===== config.mk =====
export PLATFORM = sky130hd
export DESIGN_NAME = tick_timer16
export DESIGN_NICKNAME = d
export VERILOG_FILES = /design/src/rtl/timer_pkg.sv /design/src/rtl/cap_edge_sync.sv /design/src/rtl/tmr_count_core.sv /design/src/rtl/w1c_flag.sv /design/src/rtl/tick_timer16.sv
export SDC_FILE = /design/constraint.sdc
export NUM_CORES = 1
export LEC_CHECK = 0
export BUFFER_PORTS_ARGS = -buffer_cell sky130_fd_sc_hd__buf_2
export CORE_MARGIN = 5
export CORE_UTILIZATION = 50
export DETAILED_ROUTE_END_ITERATION = 7
export PLACE_DENSITY = 0.72
export SYNTH_ARGS = -nofsm -noshare
export SYNTH_HDL_FRONTEND = slang
export SYNTH_HIERARCHICAL = 1
export SYNTH_SLANG_ARGS = --single-unit

===== constraint.sdc =====
create_clock -name clk -period 2.4 [get_ports clk]
set_input_delay 0.24 -clock clk [delete_from_list [all_inputs] [get_ports clk]]
set_output_delay 0.24 -clock clk [all_outputs]
set_load 0.01 [all_outputs]

===== src/rtl/timer_pkg.sv =====
package timer_pkg;
   localparam int unsigned ADDR_W = 2;
   localparam int unsigned FLAG_N = 2;

   typedef enum logic [ADDR_W-1:0] {
      SEL_COUNT  = 2'd0,
      SEL_TOPCAP = 2'd1,
      SEL_FLAGS  = 2'd2
   } reg_sel_e;

   localparam int unsigned FLG_OVF = 0;
   localparam int unsigned FLG_TOP = 1;
endpackage


===== src/rtl/cap_edge_sync.sv =====
module cap_edge_sync #(
   parameter int unsigned STAGES = 2
) (
   input  logic clk,
   input  logic rst_n,
   input  logic async_in,
   input  logic fall_sel,
   output logic edge_hit
);
   if (STAGES < 2) begin : g_bad_stages
      $error("cap_edge_sync: STAGES must be at least 2");
   end

   logic [STAGES:0] chain_q;

   always_ff @(posedge clk or negedge rst_n) begin
      if (!rst_n) chain_q <= '0;
      else        chain_q <= {chain_q[STAGES-1:0], async_in};
   end

   // chain_q[STAGES-1] is the synchronized level, chain_q[STAGES] its delayed copy
   logic now_lvl, old_lvl;
   assign now_lvl = chain_q[STAGES-1];
   assign old_lvl = chain_q[STAGES];

   always_comb begin
      if (fall_sel) edge_hit = !now_lvl && old_lvl;
      else          edge_hit = now_lvl && !old_lvl;
   end
endmodule


===== src/rtl/tmr_count_core.sv =====
module tmr_count_core #(
   parameter int unsigned WIDTH = 16
) (
   input  logic             clk,
   input  logic             rst_n,
   input  logic             tick,
   input  logic             ctc_mode,
   input  logic [WIDTH-1:0] top_val,
   input  logic             wr_en,
   input  logic [WIDTH-1:0] wr_data,
   output logic [WIDTH-1:0] count,
   output logic             ovf_set,
   output logic             match_set
);
   localparam logic [WIDTH-1:0] CNT_MAX = {WIDTH{1'b1}};

   if (WIDTH < 2) begin : g_bad_width
      $error("tmr_count_core: WIDTH must be at least 2");
   end

   logic             at_max, at_top, do_clear;
   logic [WIDTH-1:0] cnt_d;

   always_comb begin
      at_max   = (count == CNT_MAX);
      at_top   = (count == top_val);
      do_clear = ctc_mode && at_top;
      cnt_d    = count;
      if (wr_en)         cnt_d = wr_data;
      else if (tick)     cnt_d = do_clear ? '0 : count + 1'b1;
      ovf_set   = tick && !wr_en && at_max;
      match_set = tick && !wr_en && do_clear;
   end

   always_ff @(posedge clk or negedge rst_n) begin
      if (!rst_n) count <= '0;
      else        count <= cnt_d;
   end

   a_r1_hold: assert property (@(posedge clk) disable iff (!rst_n)
      (!tick && !wr_en) |=> $stable(count));
   a_r2_wrap: assert property (@(posedge clk) disable iff (!rst_n)
      (tick && !wr_en && !ctc_mode && count == CNT_MAX) |=> (count == '0));
   a_r4_ctc_clear: assert property (@(posedge clk) disable iff (!rst_n)
      (tick && !wr_en && ctc_mode && count == top_val) |=> (count == '0));
   a_r11_write_wins: assert property (@(posedge clk) disable iff (!rst_n)
      wr_en |=> (count == $past(wr_data)));
endmodule


===== src/rtl/w1c_flag.sv =====
module w1c_flag (
   input  logic clk,
   input  logic rst_n,
   input  logic set,
   input  logic clr,
   output logic q
);
   always_ff @(posedge clk or negedge rst_n) begin
      if (!rst_n)   q <= 1'b0;
      else if (set) q <= 1'b1;
      else if (clr) q <= 1'b0;
   end

   a_r10_set_wins: assert property (@(posedge clk) disable iff (!rst_n)
      set |=> q);
   a_r10_clear: assert property (@(posedge clk) disable iff (!rst_n)
      (clr && !set) |=> !q);
endmodule


===== src/rtl/tick_timer16.sv =====
module tick_timer16
   import timer_pkg::*;
#(
   parameter int unsigned CNT_W       = 16,
   parameter int unsigned SYNC_STAGES = 2
) (
   input  logic              clk,
   input  logic              rst_n,
   input  logic              tick_en,
   input  logic              ctc_mode,
   input  logic              cap_fall,
   input  logic              cap_in,
   input  logic              bus_we,
   input  logic [ADDR_W-1:0] bus_addr,
   input  logic [CNT_W-1:0]  bus_wdata,
   output logic [CNT_W-1:0]  bus_rdata,
   output logic              ovf_flag,
   output logic              top_flag
);
   if (CNT_W < FLAG_N) begin : g_bad_cnt_w
      $error("tick_timer16: CNT_W must cover the flag bits");
   end

   logic [CNT_W-1:0]  count, topcap_q;
   logic              cnt_we, reg_we, flg_we;
   logic              cap_edge, cap_take;
   logic              ovf_set, match_set;
   logic [FLAG_N-1:0] flg_set, flg_clr, flg_q;

   assign cnt_we = bus_we && (bus_addr == SEL_COUNT);
   assign reg_we = bus_we && (bus_addr == SEL_TOPCAP);
   assign flg_we = bus_we && (bus_addr == SEL_FLAGS);

   cap_edge_sync #(.STAGES(SYNC_STAGES)) u_cap (
      .clk     (clk),
      .rst_n   (rst_n),
      .async_in(cap_in),
      .fall_sel(cap_fall),
      .edge_hit(cap_edge)
   );

   assign cap_take = cap_edge && !ctc_mode;

   tmr_count_core #(.WIDTH(CNT_W)) u_core (
      .clk      (clk),
      .rst_n    (rst_n),
      .tick     (tick_en),
      .ctc_mode (ctc_mode),
      .top_val  (topcap_q),
      .wr_en    (cnt_we),
      .wr_data  (bus_wdata),
      .count    (count),
      .ovf_set  (ovf_set),
      .match_set(match_set)
   );

   always_ff @(posedge clk or negedge rst_n) begin
      if (!rst_n)        topcap_q <= {CNT_W{1'b1}};
      else if (reg_we)   topcap_q <= bus_wdata;
      else if (cap_take) topcap_q <= count;
   end

   always_comb begin
      flg_set          = '0;
      flg_set[FLG_OVF] = ovf_set;
      flg_set[FLG_TOP] = match_set || cap_take;
      flg_clr          = flg_we ? bus_wdata[FLAG_N-1:0] : '0;
   end

   for (genvar g = 0; g < FLAG_N; g++) begin : g_flag
      w1c_flag u_flag (
         .clk  (clk),
         .rst_n(rst_n),
         .set  (flg_set[g]),
         .clr  (flg_clr[g]),
         .q    (flg_q[g])
      );
   end

   assign ovf_flag = flg_q[FLG_OVF];
   assign top_flag = flg_q[FLG_TOP];

   always_comb begin
      unique case (bus_addr)
         SEL_COUNT:  bus_rdata = count;
         SEL_TOPCAP: bus_rdata = topcap_q;
         SEL_FLAGS:  bus_rdata = {{(CNT_W-FLAG_N){1'b0}}, flg_q};
         default:    bus_rdata = '0;
      endcase
   end

   a_r9_ctc_keeps_top: assert property (@(posedge clk) disable iff (!rst_n)
      (ctc_mode && !reg_we) |=> $stable(topcap_q));
   a_r7_capture_copy: assert property (@(posedge clk) disable iff (!rst_n)
      (cap_take && !reg_we) |=> (topcap_q == $past(count) && top_flag));
   a_r3_ovf_on_wrap: assert property (@(posedge clk) disable iff (!rst_n)
      (tick_en && !cnt_we && count == {CNT_W{1'b1}}) |=> (ovf_flag && count == '0));
endmodule


Word-level counts from Yosys, hierarchy flattened --
Index checks and enable logic that the tools add are counted. W data, S select, Z words.
Storage, ports and cells: register bits 37, bits of input ports 25, output and inout bits 18, word-level logic and storage cells 42
Cells by class: $add $sub $neg 1, equal/unequal tests 4, muxes and demuxes 12, reductions and logical operators 20
Operators with widths (number):
- $mux W16 | 5
- $pmux W16 S3 | 1
- $add A16 B1 Y16 const B | 1
- $eq A16 B16 Y1 | 1
- $eq A16 B16 Y1 const B | 1
- $logic_and A1 B1 Y1 | 10
- $reduce_bool A2 Y1 | 4
- $mux W1 | 5
- $logic_not A1 Y1 | 4
- $eq A2 B1 Y1 const B | 1
- $eq A2 B2 Y1 const B | 1
- $logic_not A2 Y1 | 1
- $mux W2 | 1
- $logic_or A1 B1 Y1 | 1

Longest topological paths before layout --
depth in word-level cells 7, mapped depth 8, gate-level depth less buffers 7

Cells and area by module --
Netlist, hierarchy kept.
Modules (own cells, without submodules):
- tmr_count_core | instances 1, cells an instance 147, area an instance 1233.7 µm², seq. area each 400.4 µm²
- tick_timer16 | instances 1, cells an instance 115, area an instance 1092.3 µm², seq. area each 420.4 µm²
- cap_edge_sync | instances 1, cells an instance 6, area an instance 97.6 µm², seq. area each 75.1 µm²
- w1c_flag | instances 2, cells an instance 3, area an instance 36.3 µm², seq. area each 25.0 µm²

Worst setup path after synthesis --
OpenSTA, ideal clock, no wires.
path type register to register, from register u_core.count[0], to register u_core.count[14], setup time 0.125 ns, data arrival time 1.648 ns, data required time 2.275 ns, slack 0.627 ns, cell stages (with the launch flop) 7, path buffers 0, clock period less this slack 1.773 ns, cell sequence dfrtp_1 > ha_1 > and4_1 > or3b_4 > nor3_2 > xnor2_1 > o21ai_2
On the way: word-level cells in the longest chain between the ends 5, elaborated cells between the ends (all ways) 6, classes of those cells 1 x add/sub; 1 x eq/ne; 3 x mux; 1 x reduce/logical
RTL lines:
- from (decl) | RTL line tmr_count_core.sv:11 | output logic [WIDTH-1:0] count,
- from (signal assigned) | RTL line tmr_count_core.sv:37 | else count <= cnt_d;
- parallel branches: the longest is 2 deep, another holds $add A16 B1 Y16
- $mux W16 (*) (2 in a row) | RTL line tmr_count_core.sv:30 | else if (tick) cnt_d = do_clear ? '0 : count + 1'b1;
- $mux W16 (*) | RTL line tmr_count_core.sv:29 | if (wr_en) cnt_d = wr_data;
Mark *: on every way between the ends. The select of a mux whose other input is x is not followed. A chain may end at the register's enable or synchronous reset.

Worst setup path after layout --
from register u_core.count[0], to register u_core.count[2]
The elaborated chain is that of the path after synthesis.

==> results.txt <==
Status: completed
Routed Antenna Nets: 0
Gpl congestion: 0.8675
R2R setup slack: 0.25 ns
Hold WS: 0.04609 ns
Arrival time worst endpoint: 2.30 ns
Psw: 0.0007290 W
Slowest stage delay, CP: 0.63 ns
Syn avg cell area: 9.110 um^2
Slew headroom: 44.03%
Sw Share: 35.51%
Period utilization: 89.52%
Via count: 2029
Finished Cell Area: 2795 um^2
Root Buffer: clkbuf_8
Final setup margin: 0.2515 ns
FF+latch count, synth: 37
Final Util: 58.41%
Clock transition at path regs: 0.07 ns
RSZ-0062 raised after global routing: no
Max Fclk: 465.4 MHz
Wire per inst: 15.31 um
Mapped Nets: 300
Clock tree from TritonCTS: built
Max-Cap Viols: 0
Grt met3 use: 3.924%
Clock Latency Late Sink: 0.29 ns
CTS Sinks: 37
Die area: 6505 um^2
Final hold violation count: 0
IO Pins: 43
Seq pwr share: 47.6%
Initial antenna violation count: 0
Final setup vio count: 0
Starting Density: 52.16%
Tmin final: 2.149 ns
H-tree depth: 2
Power share of the clock group: 20.7%
Setup TNS: 0 ns
Die W: 80.66 um
Hold_buf cts: 0
Placeable Area: 4786 um^2
Comb pwr share: 31.7%
Skew final: 0.005018 ns
CP cell instances: xor2_1 > nor4_2 > nand3_1 > o21ai_2 > o21ai_0
CTS max path bufs: 2
Yosys cell types: 38
Filler cells: 443
Register area: 945.9 um^2
First-pass GRT wire length: 9.749 mm
Cell Area, Synth: 2496 um^2
Number of flops mapped to enable cells by yosys: 0
Via density: 5.368
Dpl cell area: 2713 um^2
Drt pass-1 iters: 4
Area leader, netlist: dfrtp_1
Area contributors post-synth: dfrtp_1 (21%), dfstp_2 (17%), mux2i_1 (13%)
Critical path's slowest cell: o21ai_2
Async SR Flop Fraction: 100.0%
Antenna diodes: 0
DPL Wire Length: 3.980 mm
Setup Crit Path Kind: flop to flop
Worst slew pin tran: 0.8396 ns
Worst R2R Start: u_core/count[0]$_DFFE_PN0P_
IO buf count: 42
Vias in the first global route: 2051
Place WS: 0.2928 ns
Peak supply drop: 0.0003540 V
Synth top area share: 21.05%
Row cnt: 25
Crit-path max FO: 15
Int Power: 0.001324 W
Grt met1 use: 25.21%
Leakage: 1.189 nW
Die height: 80.66 um
Top Family by Delay on Critical Path: compound AO/OA/AOI/OAI gates
PD cells: 734.4 nW/um^2
Top_reg_cell synth: dfrtp_1
Resize count post-CTS: 0
Crit. End Element: flop
Total CTS buffers: 5
Critical Path Source: u_core/count[0]$_DFFE_PN0P_
Register area share after synthesis: 37.89%
Worst Hold Class: primary input to async pin
Fraction of layout cells with a size suffix above 1: 25.72%
DRC violations left: 0
Largest net degree at the start of global routing: 38
Layer carrying the most global-route usage: met2
Area of the multi-input gates: 1405 um^2
Total wire length: 5.787 mm
R2R cell count: 5
Synth Warn #: 6
Iteration-0 DRC Markers: 88
Total global routing overflow: 0
Final slew viol count: 0
Postcts setup bufs: 0
Nets: 336
Cells after synthesis: 274
Met2 usage: 32.53%
Layout Area Growth over Synthesis: 11.98%
GRT Total Usage: 19.48%
Req. time, crit path: 2.55 ns
RR Endpoint: u_core/count[2]$_DFFE_PN0P_
WP buf/inv: 0
Crit start category: flop
## Yosys cell counts, types with 2 or more instances
master / instances
a21o_1: 2
o21ai_2: 3
o21ai_0: 4
or3_1: 2
nor2_1: 34
o21ai_1: 12
nand4_1: 2
nand3_1: 6
buf_2: 5
mux2i_1: 32
dfrtp_1: 21
a21oi_1: 33
nand2b_1: 2
inv_1: 8
nor2b_1: 4
buf_12: 2
nor3b_1: 12
nor3_1: 9
buf_4: 3
dfstp_2: 16
nand2_1: 9
xnor2_1: 14
nor4_2: 2
xor2_1: 16
and3_1: 2
clkbuf_1: 7
## worst reg2reg max path, stage by stage (launching register included)
cell     delay (ns)
dfrtp_1        0.47
xor2_1         0.19
nor4_2         0.36
nand3_1        0.17
o21ai_2        0.63
o21ai_0        0.19
## cells in the final DEF (no fill, tap or decap), types with 3 or more instances in the layout
master / Yosys / routed
inv_1: 8 / 8
nor3_1: 9 / 9
dfstp_2: 16 / 16
o21ai_0: 4 / 4
clkbuf_8: 0 / 5
xor2_1: 16 / 16
nor3b_1: 12 / 12
o21ai_2: 3 / 3
mux2i_1: 32 / 32
nor2_1: 34 / 34
nand3_1: 6 / 6
buf_2: 5 / 42
a21oi_1: 33 / 33
o21ai_1: 12 / 12
nand2_1: 9 / 9
xnor2_1: 14 / 14
nor2b_1: 4 / 3
buf_4: 3 / 5
dfrtp_1: 21 / 21
## cells by family after synthesis
group | synth area share [%]
AO/OA/AOI/OAI | 11.78
XOR/XNOR | 10.53
adder cells (fa/ha/maj) | 0.5012
buffers and inverters | 5.915
flip-flops | 37.89
multiplexers | 12.83
AND/OR/NAND/NOR | 20.55
## registers in the layout (all words and copies together), names as in the netlist
| register | cells |
|---|---|
| g_flag.u_flag/q | 2 |
| topcap_q | 16 |
| u_cap/chain_q | 3 |
| u_core/count | 16 |
## area by class of cell
class                      instances  share of cell area (%)
clock buffer                       6                   2.596
clock inverter                     2                  0.3581
inverter                           8                   1.074
multi-input combinational        211                   50.27
sequential                        37                   33.84
tap                               67                   2.999
timing repair buffer              47                   8.863
## worst max-delay path by stage
stage,end,slack [ns],cells past startpoint
final,u_core/count[2]$_DFFE_PN0P_,0.25,5
after global routing,u_core/count[2]$_DFFE_PN0P_,0.10,5
after CTS,u_core/count[2]$_DFFE_PN0P_,0.26,5
after detailed placement,u_core/count[2]$_DFFE_PN0P_,0.29,5
after global placement,u_core/count[3]$_DFFE_PN0P_,0.34,5
after floorplan,u_core/count[14]$_DFFE_PN0P_,0.63,6
## power by group through the flow
stage	registers [W]	clock network, W	logic, W
floorplan	0.000950	0	0.000489
global placement	0.000975	0	0.000650
detailed placement	0.000987	0	0.000651
CTS	0.000976	0.000439	0.000655
global route	0.00101	0.000466	0.000723
finish	0.000978	0.000425	0.000650
## stage by stage
stage / power [W] / instances
2_1_floorplan: 0.001439 / 274
3_3_place_gp: 0.001625 / 370
3_5_place_dp: 0.001638 / 370
4_1_cts: 0.002070 / 378
5_1_grt: 0.002196 / 378
6_report: 0.002053 / 378
## layer usage
| layer | share of wire [%] | vias to the layer above |
|---|---|---|
| met5 | 0 | - |
| met4 | 1.5 | 0 |
| met3 | 5.3 | 10 |
| met2 | 47 | 58 |
| met1 | 46 | 949 |
| li1 | - | 1012 |
(Power assumes the default switching activity.)
